### src/rtl/adcfe_pkg.sv
package adcfe_pkg;

  localparam int ADDR_W = 8;

  localparam logic [ADDR_W-1:0] OFS_RESULT = 8'h08;
  localparam logic [ADDR_W-1:0] OFS_SWITCH = 8'h18;
  localparam logic [ADDR_W-1:0] OFS_LOCK   = 8'h20;
  localparam logic [ADDR_W-1:0] OFS_IRQEN  = 8'h24;

  localparam logic [31:0] UNLOCK_KEY = 32'h0000_00AA;
  localparam int          IRQEN_BIT  = 11;

  typedef enum logic [2:0] {
    RS_NONE,
    RS_RESULT,
    RS_SWITCH,
    RS_LOCK,
    RS_IRQEN
  } reg_sel_e;

  function automatic reg_sel_e decode_ofs(input logic [ADDR_W-1:0] ofs);
    reg_sel_e s;
    case (ofs)
      OFS_RESULT: s = RS_RESULT;
      OFS_SWITCH: s = RS_SWITCH;
      OFS_LOCK:   s = RS_LOCK;
      OFS_IRQEN:  s = RS_IRQEN;
      default:    s = RS_NONE;
    endcase
    return s;
  endfunction

endpackage

### src/rtl/adcfe_lock_gate.sv
module adcfe_lock_gate
  import adcfe_pkg::*;
#(
  parameter int SW_W = 12
) (
  input  logic            clk,
  input  logic            rst_n,
  input  logic            acc,
  input  logic            acc_wr,
  input  reg_sel_e        sel,
  input  logic [31:0]     wdata,
  output logic [SW_W-1:0] sw_value,
  output logic            sw_changed
);

  logic            unlocked_q, unlocked_d;
  logic [SW_W-1:0] sw_q, sw_d;
  logic            sw_wr, key_wr, commit;

  always_comb begin
    sw_wr      = acc && acc_wr && (sel == RS_SWITCH);
    key_wr     = acc && acc_wr && (sel == RS_LOCK) && (wdata == UNLOCK_KEY);
    commit     = sw_wr && unlocked_q;
    sw_changed = commit && (wdata[SW_W-1:0] != sw_q);
    unlocked_d = acc ? key_wr : unlocked_q;
    sw_d       = commit ? wdata[SW_W-1:0] : sw_q;
  end

  always_ff @(posedge clk or negedge rst_n) begin
    if (!rst_n) begin
      unlocked_q <= 1'b0;
      sw_q       <= '0;
    end else begin
      unlocked_q <= unlocked_d;
      sw_q       <= sw_d;
    end
  end

  assign sw_value = sw_q;


  sw_guard_chk: assert property (@(posedge clk) disable iff (!rst_n)
    (sw_q != $past(sw_q)) |-> $past(sw_wr && unlocked_q));

endmodule

### src/rtl/adcfe_conv_seq.sv
module adcfe_conv_seq #(
  parameter int SMP_W      = 16,
  parameter int SETTLE_CYC = 40,
  parameter int GAP_CYC    = 24
) (
  input  logic             clk,
  input  logic             rst_n,
  input  logic             trig_rd,
  input  logic             sw_changed,
  input  logic             adc_done,
  input  logic [SMP_W-1:0] adc_sample,
  output logic             adc_start,
  output logic             ready,
  output logic [SMP_W-1:0] sample
);

  localparam int ST_W = $clog2(SETTLE_CYC + 1);
  localparam int GP_W = $clog2(GAP_CYC + 1);

  logic [ST_W-1:0]  settle_q, settle_d;
  logic [GP_W-1:0]  gap_q, gap_d;
  logic             pending_q, pending_d;
  logic             busy_q, busy_d;
  logic             ready_q, ready_d;
  logic [SMP_W-1:0] data_q, data_d;
  logic             fire, accept, done_ok;

  always_comb begin
    fire    = pending_q && (settle_q == '0) && (gap_q == '0) && !busy_q;
    accept  = trig_rd && !pending_q && !busy_q;
    done_ok = adc_done && busy_q;

    if (sw_changed)          settle_d = ST_W'(SETTLE_CYC - 1);
    else if (settle_q != '0) settle_d = settle_q - 1'b1;
    else                     settle_d = settle_q;

    if (fire)             gap_d = GP_W'(GAP_CYC - 1);
    else if (gap_q != '0) gap_d = gap_q - 1'b1;
    else                  gap_d = gap_q;

    pending_d = pending_q;
    if (accept)    pending_d = 1'b1;
    else if (fire) pending_d = 1'b0;

    busy_d = busy_q;
    if (fire)         busy_d = 1'b1;
    else if (done_ok) busy_d = 1'b0;

    ready_d = ready_q;
    data_d  = data_q;
    if (accept) begin
      ready_d = 1'b0;
      data_d  = '0;
    end else if (done_ok) begin
      ready_d = 1'b1;
      data_d  = adc_sample;
    end
  end

  always_ff @(posedge clk or negedge rst_n) begin
    if (!rst_n) begin
      settle_q  <= '0;
      gap_q     <= '0;
      pending_q <= 1'b0;
      busy_q    <= 1'b0;
      ready_q   <= 1'b0;
      data_q    <= '0;
    end else begin
      settle_q  <= settle_d;
      gap_q     <= gap_d;
      pending_q <= pending_d;
      busy_q    <= busy_d;
      ready_q   <= ready_d;
      data_q    <= data_d;
    end
  end

  assign adc_start = fire;
  assign ready     = ready_q;
  assign sample    = data_q;

  // Checker-side window counters, saturating at the parameter value
  logic [ST_W-1:0] since_chg_q;
  logic [GP_W-1:0] since_start_q;

  always_ff @(posedge clk or negedge rst_n) begin
    if (!rst_n) begin
      since_chg_q   <= ST_W'(SETTLE_CYC);
      since_start_q <= GP_W'(GAP_CYC);
    end else begin
      if (sw_changed)                            since_chg_q <= ST_W'(1);
      else if (since_chg_q != ST_W'(SETTLE_CYC)) since_chg_q <= since_chg_q + 1'b1;
      if (adc_start)                             since_start_q <= GP_W'(1);
      else if (since_start_q != GP_W'(GAP_CYC))  since_start_q <= since_start_q + 1'b1;
    end
  end


  settle_win_chk: assert property (@(posedge clk) disable iff (!rst_n)
    adc_start |-> (since_chg_q >= ST_W'(SETTLE_CYC)));


  rate_win_chk: assert property (@(posedge clk) disable iff (!rst_n)
    adc_start |-> (since_start_q >= GP_W'(GAP_CYC)));


  start_pulse_chk: assert property (@(posedge clk) disable iff (!rst_n)
    adc_start |=> !adc_start);


  ready_rise_chk: assert property (@(posedge clk) disable iff (!rst_n)
    $rose(ready_q) |-> ($past(adc_done) && (data_q == $past(adc_sample))));

endmodule

### src/rtl/adc_poll_frontend.sv
module adc_poll_frontend
  import adcfe_pkg::*;
#(
  parameter int SMP_W      = 16,
  parameter int SW_W       = 12,
  parameter int SETTLE_CYC = 40,
  parameter int GAP_CYC    = 24
) (
  input  logic             clk,
  input  logic             rst_n,
  input  logic             psel,
  input  logic             penable,
  input  logic             pwrite,
  input  logic [7:0]       paddr,
  input  logic [31:0]      pwdata,
  output logic [31:0]      prdata,
  output logic             adc_start,
  input  logic             adc_done,
  input  logic [SMP_W-1:0] adc_sample,
  output logic             irq
);

  localparam int PAD_W = 31 - SMP_W;

  logic [1:0]       rst_sync_q;
  logic             rst_n_s;
  logic             acc, trig_rd, ie_wr;
  reg_sel_e         sel;
  logic             ie_q, ie_d;
  logic [SW_W-1:0]  sw_value;
  logic             sw_changed, ready;
  logic [SMP_W-1:0] sample;

  always_ff @(posedge clk or negedge rst_n) begin
    if (!rst_n) rst_sync_q <= 2'b00;
    else        rst_sync_q <= {rst_sync_q[0], 1'b1};
  end
  assign rst_n_s = rst_sync_q[1];

  always_comb begin
    sel     = decode_ofs(paddr);
    acc     = psel && penable;
    trig_rd = acc && !pwrite && (sel == RS_RESULT);
    ie_wr   = acc && pwrite && (sel == RS_IRQEN);
    ie_d    = ie_wr ? pwdata[IRQEN_BIT] : ie_q;
  end

  always_ff @(posedge clk or negedge rst_n_s) begin
    if (!rst_n_s) ie_q <= 1'b0;
    else          ie_q <= ie_d;
  end

  adcfe_lock_gate #(.SW_W(SW_W)) i_lock (
    .clk        (clk),
    .rst_n      (rst_n_s),
    .acc        (acc),
    .acc_wr     (pwrite),
    .sel        (sel),
    .wdata      (pwdata),
    .sw_value   (sw_value),
    .sw_changed (sw_changed)
  );

  adcfe_conv_seq #(
    .SMP_W      (SMP_W),
    .SETTLE_CYC (SETTLE_CYC),
    .GAP_CYC    (GAP_CYC)
  ) i_seq (
    .clk        (clk),
    .rst_n      (rst_n_s),
    .trig_rd    (trig_rd),
    .sw_changed (sw_changed),
    .adc_done   (adc_done),
    .adc_sample (adc_sample),
    .adc_start  (adc_start),
    .ready      (ready),
    .sample     (sample)
  );

  always_comb begin
    prdata = '0;
    case (sel)
      RS_RESULT: prdata = {ready, {PAD_W{1'b0}}, sample};
      RS_SWITCH: prdata = {{(32-SW_W){1'b0}}, sw_value};
      RS_IRQEN:  prdata[IRQEN_BIT] = ie_q;
      default:   prdata = '0;
    endcase
  end

  assign irq = ready && ie_q;


  irq_rise_chk: assert property (@(posedge clk) disable iff (!rst_n_s)
    $rose(irq) |-> ($past(adc_done) || $past(ie_wr && pwdata[IRQEN_BIT])));

endmodule

### config.mk
export PLATFORM = sky130hd
export DESIGN_NAME = adc_poll_frontend
export DESIGN_NICKNAME = d
export VERILOG_FILES = /design/src/rtl/adcfe_pkg.sv /design/src/rtl/adcfe_lock_gate.sv /design/src/rtl/adcfe_conv_seq.sv /design/src/rtl/adc_poll_frontend.sv
export SDC_FILE = /design/constraint.sdc
export NUM_CORES = 1
export LEC_CHECK = 0
export CORE_MARGIN = 1.5
export CORE_UTILIZATION = 43
export CTS_CLUSTER_SIZE = 20
export DETAILED_ROUTE_END_ITERATION = 10
export GPL_ROUTABILITY_DRIVEN = 0
export PLACE_DENSITY = 0.77
export RECOVER_POWER = 50
export SETUP_SLACK_MARGIN = 0.4
export SLEW_MARGIN = 40
export SYNTH_ARGS = -nofsm -noshare
export SYNTH_HDL_FRONTEND = slang
export SYNTH_SLANG_ARGS = --single-unit
### constraint.sdc
create_clock -name clk -period 2.4 [get_ports clk]
set_clock_uncertainty 0.15 [all_clocks]
set_input_delay 0.36 -clock clk [delete_from_list [all_inputs] [get_ports clk]]
set_output_delay 0.36 -clock clk [all_outputs]
set_load 0.02 [all_outputs]
# --- Yosys cells after proc, flatten, opt, wreduce, memory -nomap -nowiden ---
# Cells that the tools add are included.
# Widths: inputs -> output; s select.
word_totals:
  register_bits: 46
  word_cells: 67
  output_inout_bits: 34
  in_bits: 62
classes:
  n_mux: 16
  eq_ne: 10
  add_sub_neg: 2
  n_reduce_logical: 29
ops:
  columns: ["operator", "n"]
  rows:
  - ["$eq 32x8->1 const B", 1]
  - ["$mux 16", 2]
  - ["$pmux 11 s2", 1]
  - ["$mux 20", 1]
  - ["$logic_and 1x1->1", 17]
  - ["$eq 8x6->1 const B", 2]
  - ["$mux 6", 2]
  - ["$ne 12x12->1", 1]
  - ["$pmux 3 s4", 1]
  - ["$mux 5", 2]
  - ["$reduce_bool 2->1", 5]
  - ["$eq 8x4->1 const B", 1]
  - ["$eq 8x5->1 const B", 1]
  - ["$eq 3x2->1 const B", 2]
  - ["$logic_not 6->1", 1]
  - ["$mux 1", 6]
  - ["$reduce_bool 6->1", 1]
  - ["$sub 6x1->6 const B", 1]
  - ["$logic_not 5->1", 1]
  - ["$reduce_bool 5->1", 1]
  - ["$sub 5x1->5 const B", 1]
  - ["$eq 3x1->1 const B", 1]
  - ["$eq 3x3->1 const B", 1]
  - ["$logic_not 1->1", 3]
  - ["$pmux 1 s3", 1]

# --- Logic depth before layout (Yosys ltp) ---
# Gate-level depths: netlist (run 1).
depth:
  depth_word: 7
  ltp_mapped: 6
  depth_no_buf: 6

# --- By module ---
# Synthesis (run 1) repeated with hierarchy kept, for this count alone.
hier_totals:
  hier_cells: 229
  area_unflattened_um2: 2592.5
by_module_without_submodules:
  columns: ["mod", "cells_each", "instances", "area_per_inst_um2", "seq_area_each_um2"]
  rows:
  - ["adcfe_conv_seq", 115, 1, 1347.5, 750.7]
  - ["adcfe_lock_gate", 58, 1, 726.9, 325.3]
  - ["adc_poll_frontend", 56, 1, 518.0, 75.1]

# --- Worst setup path before layout (run 1) ---
# Ideal clock, no wire load.
synth_timing:
  path_kind: "input port to output port"
  start: "input port paddr[1]"
  end: "output port prdata[6]"
  required_ps: 1890
  arrival_ps: 1777
  cell_stages: 5
  slack_ps: 113
  n_path_buf: 2
  cell_sequence: "or4_4 nor4_4 buf_4 buf_4 a22o_1"
synth_between:
  elab_chain_len: 4
  word_cells_on_any_way: 8
  classes_between: "6 x eq/ne; 2 x mux"
synth_lines:
  columns: ["element", "line", "rtl"]
  rows:
  - ["start: declaration", "adc_poll_frontend.sv:14", "input logic [7:0] paddr,"]
  - ["$eq 8x6->1 (tied with other cells)", "adcfe_pkg.sv:23", "case (ofs)"]
  - ["$pmux 3 s4 *", "adcfe_pkg.sv:23", null]
  - ["$eq 3x2->1 / $eq 3x1->1 (equally long branches)", "adc_poll_frontend.sv:82", "case (sel)"]
  - ["$pmux 11 s2 *", "adc_poll_frontend.sv:82", null]
  - ["end: declaration", "adc_poll_frontend.sv:16", "output logic [31:0] prdata,"]
# Mark *: on every way between the ends. The rest lies on a longest branch, timed or not.

# --- Worst setup path after layout (run 1) ---
layout_timing:
  start: "input port paddr[1]"
  end: "output port prdata[13]"
layout_between:
  elab_chain_len: 4
  word_cells_on_any_way: 7
  classes_between: "5 x eq/ne; 2 x mux"
layout_lines:
  columns: ["element", "line"]
  rows:
  - ["$eq 8x6->1 (tied with other cells)", "adcfe_pkg.sv:23"]
  - ["$pmux 3 s4 *", "adcfe_pkg.sv:23"]
  - ["$eq 3x1->1 *", "adc_poll_frontend.sv:82"]
  - ["$mux 20 *", "adc_poll_frontend.sv:82"]
# Marks and branches as above.

==> results of run 1 <==
-- final timing paths --
check                                         end  slack [ps]
worst max register to register    i_seq.pending_q         150
min in group clk                    rst_sync_q[1]         210
worst min register to register   i_seq.sample[13]          70
max in group asynchronous       i_lock.unlocked_q         810
worst max-delay path                   prdata[13]          70
worst min-delay path             i_seq.sample[13]          70
-- worst max-delay path, cell delays in order --
cell    delay [ps]
buf_6           90
or4_4          560
nor4_4         170
buf_4          180
buf_6           90
buf_6          120
and2_4         140
buf_6          100
-- layer usage --
| layer | GRT usage (%) | wire (um) | part of all wire, % |
|---|---|---|---|
| met1 | 28.0 | 2760 | 43 |
| met2 | 34.2 | 3220 | 51 |
| met3 | 4.24 | 318 | 5.0 |
| met4 | 5.09 | 68 | 1.1 |
| met5 | 0 | 0 | 0 |
-- area by class of cell --
cell class                 instances  area share [%]
multi-input combinational        152            33.7
clock inverter                     2           0.262
inverter                           6           0.589
sequential                        46            30.1
timing repair buffer             118            31.1
tap                               72            2.36
clock buffer                       6            1.90
-- kinds of logic after synthesis --
group / share of synthesized area (%)
other cells: 0.312
buf+inv: 7.48
flops: 47.8
fa+ha+maj: 1.04
simple gates: 17.6
compound gates: 13.8
xor+xnor: 5.45
mux: 6.49
-- cells in the mapped netlist (all sizes together), types with 2 or more instances --
cell	instances
dfrtp	46
a22o	28
buf	20
xnor2	15
nand2	14
mux2	13
and2	7
nand4	7
inv	6
nor2	5
or4	5
nand2b	4
nor3	4
nor4	4
o21ai	4
nor4b	3
o211ai	3
a21boi	2
a21oi	2
clkbuf	2
conb	2
ha	2
or3	2
or4b	2
-- through the flow --
stage / worst slack, ps / TNS, ps / hold slack [ps]
finish: 67.9 / 0 / 66.2
global placement: -678 / -18290 / -2.87
floorplan: 191 / 0 / -85.6
global route: 7.43 / 0 / 112
detailed placement: -698 / -20020 / 8.80
CTS: 56.2 / 0 / 11.2
-- state kept, by name (all words and copies together) (netlist names) --
signal	count
i_seq.sample	16
i_lock.sw_value	12
i_seq.settle_q	6
i_seq.gap_q	5
rst_sync_q	2
i_lock.unlocked_q	1
i_seq.busy_q	1
i_seq.pending_q	1
i_seq.ready	1
ie_q	1
-- report_power, final --
part / switching [uW] / total (uW) / internal, uW
Combinational: 87.0 / 221 / 134
Sequential: 29.0 / 839 / 810
Clock: 253 / 455 / 202
Total: 369 / 1520 / 1150
-- repair_timing --
item,CTS,global route
pin swaps,21,9
gates cloned,2,3
resized for setup,132,28
setup endpoints to repair,54,55
buffers inserted,5,6
hold buffers,0,0
-- cells in the final DEF, fill, tap and decap left out, drive strengths merged --
master / n
or4: 5
a22o: 28
xnor2: 15
mux2: 13
dlygate4sd2: 2
and3: 1
nand4: 7
nor3: 4
nand3: 1
clkinv: 2
clkbuf: 10
o21ai: 4
o31ai: 1
mux2i: 1
clkdlybuf4s15: 1
dfrtp: 46
nor2b: 1
dlymetal6s2s: 3
dlygate4sd3: 1
conb: 16
a21boi: 2
or3: 2
nor2: 5
ha: 2
buf: 55
o211ai: 3
nand2: 14
inv: 6
and2: 7
nor4: 4
nand2b: 4
nor4bb: 1
nor4b: 3
or4b: 2
a32oi: 1
or3b: 1
a21oi: 3
clkdlybuf4s50: 52
nand4bb: 1
==> out/metrics.yaml, run 1 <==
status: "complete, no violations"
grt_pass1_wl_um: 9770
period_share_pct: 97.2
synthCells: 211
num_vias: 2134
antenna_found_initial: 0
fin_area_sq_mm: 0.00382
yosysTopAreaCell: "dfrtp_1"
insertion_delay_ps: 300
synth_edf_count: 0
multiInputGateArea_sq_mm: 0.00129
vias_per_cell: 5.31
port_buffers: 80
cts_tree: "built"
place_area_sq_mm: 0.00343
worstSetupEndpointType: "output port"
cts-buffers-inserted: 5
hold_violations: 0
wl_um: 6370
async_reset_ff_share_pct: 100
finalSetupViolCount: 0
drc: 0
grtUsageTotal_pct: 20.8
slew_headroom_pct: 37.8
drive_gt1_share_pct: 29.1
p_per_area_mw_per_mm2: 396
synthFlopType: "dfrtp_1"
nNetsFinal: 393
worst_pin_slew_ps: 934
clk_path_buf_depth: 2
period_minus_slack_ps: 2330
vdd_drop_max_mv: 0.238
rsz0062_at_grt: "true"
synth_warnings: 0
cp_max_fo: 4
synth_area_per_cell_sq_um: 11.4
dp_hpwl_um: 4210
ys_seq_elements: 46
cp-start-kind: "input port"
start_util_pct: 44.3
wl_per_cell_um: 15.8
fp.dieW_um: 77.8
core_area_sq_mm: 0.00544
dp.cells: 378
power_leakage_uw: 0.00176
htree_levels: 2
yosysTopAreaCellShare_pct: 47.8
grt_max_degree: 18
grt-ovfl-total: 0
critPathArrivalTime_ps: 1820
reg2reg_from: "i_seq.gap_q[1]"
final_cells: 402
maxCapViolCount: 0
utilization_pct: 70.3
syn_area_sq_mm: 0.00241
worstPathRequired_ps: 1890
power_uw: 1520
fillerInstances: 406
clkTransAtPathRegs_ps: 80
rr_worst_depth: 10
drt_iter0_drc: 69
startpoint: "paddr[1]"
cts_sinks: 46
row_count: 27
yosysSeqAreaShare_pct: 47.8
ioPinCount: 96
die_area_sq_mm: 0.00606
diodes: 0
dr.pass1.iters: 4
ys_types: 42
crit_type: "input port to output port"
hold_class: "register to asynchronous set/reset pin"
synthTopCellsByArea: "dfrtp_1 48%, a22o_1 10%, mux2_1 6.1%, buf_4 5.6%, xnor2_1 5.5%"
grt_pass1_vias: 2015
slew_viol_final: 0
max_freq_mhz: 429
seqCellArea_sq_mm: 0.00115
fp.dieH_um: 77.8
areaGrowthSynthToFinish_pct: 58.8
ant_nets: 0
cts_root_buf: "clkbuf_8"
Power figures use the tool's default switching activity.
==> run 2, diff against run 1 <==
Settings changed: CORE_MARGIN 1.5 to default.
Clock period 2.4 ns to 2.2 ns, I/O delays scaled along.
==> run 2 against run 1 <==
The run now ends with setup timing left. Worst setup slack worse by 240 ps. Critical path type unchanged. Global-route usage up 6.9 points. Final cell count up 4.2%. Clock-buffer cell count is 1 lower.
==> out/metrics.yaml, run 2 (synthesized netlist as in run 1, its figures left out) <==
status: "finished with violations"
violations: "setup timing"
grt_pass1_wl_um: 12500
wl_per_cell_um: 18.7
critPathArrivalTime_ps: 1890
core_area_sq_mm: 0.00524
dp_hpwl_um: 4680
cts_sinks: 46
cp_max_fo: 5
worstPathRequired_ps: 1720
worst_pin_slew_ps: 955
p_per_area_mw_per_mm2: 418
nNetsFinal: 412
mostFrequentLayoutCell: "clkdlybuf4s50_1"
areaGrowthSynthToFinish_pct: 70.1
slew_viol_final: 0
ioPinCount: 96
hold_violations: 0
cts_tree: "built"
cp-start-kind: "input port"
antenna_found_initial: 0
largest_register_ff_count: 16
place_area_sq_mm: 0.00354
period_share_pct: 108
finalSetupViolCount: 23
power_uw: 1710
die_area_sq_mm: 0.00590
row_count: 26
insertion_delay_ps: 300
drc: 0
period_minus_slack_ps: 2370
max_freq_mhz: 422
maxCapViolCount: 0
num_vias: 2347
start_util_pct: 46.0
clk_path_buf_depth: 2
grt-ovfl-total: 0
slew_headroom_pct: 36.3
hold_class: "input port to asynchronous set/reset pin"
clkTransAtPathRegs_ps: 90
power_leakage_uw: 0.00188
grt_max_degree: 25
fp.dieW_um: 76.8
rsz0062_at_grt: "true"
diodes: 0
cts-buffers-inserted: 5
worst_slack_ps: -168
dr.pass1.iters: 4
fp.dieH_um: 76.8
mostFrequentLayoutCells: "50 x clkdlybuf4s50_1, 46 x dfrtp_1, 35 x buf_4, 34 x buf_6, 26 x a22o_1"
cts_root_buf: "clkbuf_8"
fin_area_sq_mm: 0.00410
vias_per_cell: 5.60
drive_gt1_share_pct: 37.2
drt_iter0_drc: 151
htree_levels: 2
worstSetupEndpointType: "output port"
port_buffers: 80
ant_nets: 0
grtUsageTotal_pct: 27.7
pre_cts_ws_ps: -850
ctsHoldBuffers: 0
wl_um: 7850
crit_type: "input port to output port"
vdd_drop_max_mv: 0.228
grt_pass1_vias: 2425
## run 2: critical path, cell delays in order
cell             delay [ps]
clkdlybuf4s15_1         200
or4_4                   470
nor4_4                  200
buf_4                   200
buf_6                   100
buf_12                  100
a22o_1                  160
buf_6                   120
## run 2: worst paths after layout
kind,from,end,cells past startpoint,slack (ps)
hold reg to reg,rst_sync_q[0],rst_sync_q[1],0,210
min in group clk,rst_sync_q[0],rst_sync_q[1],0,210
setup reg to reg,i_seq.gap_q[1],i_seq.pending_q,9,50
hold / removal,rst_n,rst_sync_q[1],1,100
max in group asynchronous,rst_sync_q[1],i_seq.gap_q[3],1,560
setup / recovery,paddr[1],prdata[8],8,-170
## run 2: layout make-up
cell class	count	area, sq um
Sequential cell	46	1150
Timing Repair Buffer	138	1410
Fill cell	309	1140
Clock buffer	5	68.8
Clock inverter	3	21.3
Tap cell	70	87.6
Multi-Input combinational cell	151	1340
Inverter	6	22.5
## run 2: metrics by stage
stage | util (%) | hold WS [ps] | std cells | setup TNS, ps
finish | 78.2 | 98.7 | 419 | -2290
global route | 78.2 | 92.6 | 419 | -3410
CTS | 77.4 | 28.4 | 415 | -1010
detailed placement | 67.6 | 106 | 384 | -26100
global placement | 67.6 | 111 | 384 | -24060
floorplan | - | -116 | 225 | 0
## run 2: power breakdown
part	switching [uW]	total (uW)	internal (uW)	leakage, uW
registers	35.9	920	884	0.000599
clock network	309	533	224	0.0000441
logic	102	260	158	0.00124
total	448	1710	1270	0.00188
## run 2: metal layers
layer  track usage [%]  wire length (um)
met5                 0                 0
met4              13.3               272
met3              6.07               512
met2              46.3              3990
met1              33.7              3070
## run 2: what timing repair did
| item | in CTS | in global routing |
|---|---|---|
| endpoints found under the setup margin | 60 | 59 |
| pin swaps | 21 | 11 |
| buffers inserted | 18 | 4 |
| gates resized for setup | 168 | 4 |
| gates cloned | 5 | 0 |
==> run 3, diff against run 2 <==
Settings changed: CAP_MARGIN from default to 20, CELL_PAD_IN_SITES_DETAIL_PLACEMENT from default to 1, CELL_PAD_IN_SITES_GLOBAL_PLACEMENT from default to 2, CORE_UTILIZATION 43 to 26, PLACE_DENSITY 0.77 to 0.76.
==> run 3 against run 2 <==
The run ends with DRC, setup timing left. Die area increased by 63%. Core utilization decreased by 32 points. Routed wire length increased by 0.11%. Cell area increased by 0.52%. Power increased by 5.4%. Final cell count increased by 7.9%. Worst hold slack improved by 15 ps. Sequential share of layout area decreased by 0.15 points.
==> out/metrics.yaml, run 3 (synthesized netlist as in run 1, its figures left out) <==
dr.pass1.iters: 8
violations: "DRC, setup timing"
mostFrequentLayoutCell: "dfrtp_1"
period_minus_slack_ps: 2290
insertion_delay_ps: 300
path_cells: "buf_6 > or4_4 > buf_6 > nor4b_4 > a32oi_2 > nand2_2 > buf_6"
ioPinCount: 96
grt_max_degree: 24
cts-buffers-inserted: 5
power_leakage_uw: 0.00193
diodes: 0
rrSetupSlack_ps: 200
cp_common_cell: "buf_6"
dp_hpwl_um: 5310
reg2reg_from: "i_seq.gap_q[1]"
clk_path_buf_depth: 2
critPathArrivalTime_ps: 1810
hold_slack_ps: 114
cts_root_buf: "clkbuf_8"
max_freq_mhz: 436
clkTransAtPathRegs_ps: 80
maxCapViolCount: 0
grt_pass1_vias: 2362
period_share_pct: 104
cp_max_fo: 3
worst_slack_ps: -92.8
grtUsageTotal_pct: 16.9
wl_um: 7860
hold_class: "input port to asynchronous set/reset pin"
die_area_sq_mm: 0.00965
worstPathRequired_ps: 1720
grt_pass1_wl_um: 12500
rr_worst_depth: 8
areaGrowthSynthToFinish_pct: 71.0
crit_type: "input port to output port"
cts_sinks: 46
timing.setup.tns_ps: -277
dp.cells: 422
worst_pin_slew_ps: 984
mostFrequentLayoutCells: "46 x dfrtp_1, 40 x clkdlybuf4s50_1, 33 x buf_6, 31 x buf_4, 26 x a22o_1"
largest_register_ff_count: 16
r2r_end: "i_seq.pending_q"
wl_per_cell_um: 17.4
pre_cts_ws_ps: -874
final_cells: 452
fp.dieW_um: 98.3
fp.dieH_um: 98.3
htree_levels: 2
critPathMaxStageDelay_ps: 570
rsz0062_at_grt: "true"
cp-start-kind: "input port"
ant_nets: 0
status: "finished with violations"
vias_per_cell: 4.79
nNetsFinal: 407
vdd_drop_max_mv: 0.240
slew_viol_final: 0
row_count: 34
num_vias: 2163
start_util_pct: 27.2
cts_tree: "built"
grt-ovfl-total: 0
antenna_found_initial: 0
core_area_sq_mm: 0.00885
hold_violations: 0
crit_slowest_cell: "or4_4"
drc: 3
slew_headroom_pct: 34.4
worstSetupEndpointType: "output port"
drt_iter0_drc: 60
ctsHoldBuffers: 0
finalSetupViolCount: 8
port_buffers: 80
p_per_area_mw_per_mm2: 438
drive_gt1_share_pct: 36.9
run 3: cell count changes in the layout (fill, tap and decap cells not counted), moves of 2 or more:
cell | before | now
buf_12 | 4 | 2
buf_4 | 35 | 31
clkdlybuf4s50_1 | 50 | 40
dlygate4sd2_1 | 6 | 10
dlymetal6s2s_1 | 1 | 7
o21ai_1 | 2 | 0
o21ai_2 | 0 | 2
run 3: power by group:
group          switching (uW)  internal [uW]
clock network             294            339
registers                34.1            884
logic                     102            153
run 3: layout make-up:
cell class,count,area (sq um)
Fill cell,961,4730
Tap cell,108,135
Multi-Input combinational cell,152,1370
Timing Repair Buffer,132,1330
Inverter,6,22.5
Clock inverter,2,37.5
Clock buffer,6,72.6
Sequential cell,46,1150
run 3: per-stage QoR:
| stage | cell area [sq um] | power [uW] | util [%] |
|---|---|---|---|
| floorplan | 2550 | 1030 | - |
| global placement | 3580 | 1170 | 40.4 |
| detailed placement | 3580 | 1180 | 40.4 |
| CTS | 3990 | 1820 | 45.1 |
| global route | 4120 | 1890 | 46.5 |
| finish | 4120 | 1810 | 46.5 |
run 3: what timing repair did:
item                                    4_1_cts  5_1_grt
endpoints found under the hold margin         0        0
gates cloned                                  3        0
endpoints found under the setup margin       62       60
buffers inserted                             12        7
resized for setup                           163       23
pin swaps                                    27       11
run 3: worst max-delay path by stage:
stage | from | to | slack [ps] | cells past startpoint
after floorplan | paddr[1] | prdata[12] | 50 | 5
after global placement | paddr[1] | prdata[8] | -850 | 6
after detailed placement | paddr[1] | prdata[10] | -870 | 6
after CTS | paddr[6] | prdata[11] | -160 | 7
after global routing | paddr[6] | prdata[1] | -150 | 8
final | paddr[6] | prdata[11] | -90 | 7
run 3: layer usage:
metal  track usage (%)  routed length [um]
met1              21.2                3320
met3              3.65                 448
met2              30.0                3990
met4              3.10                 102
met5                 0                   0
run 3: worst max-delay path: cells and delay by family:
family                 cells  cell delay [ps]
AO/OA/AOI/OAI              1              180
AND/OR/NAND/NOR            3              950
buffers and inverters      3              350
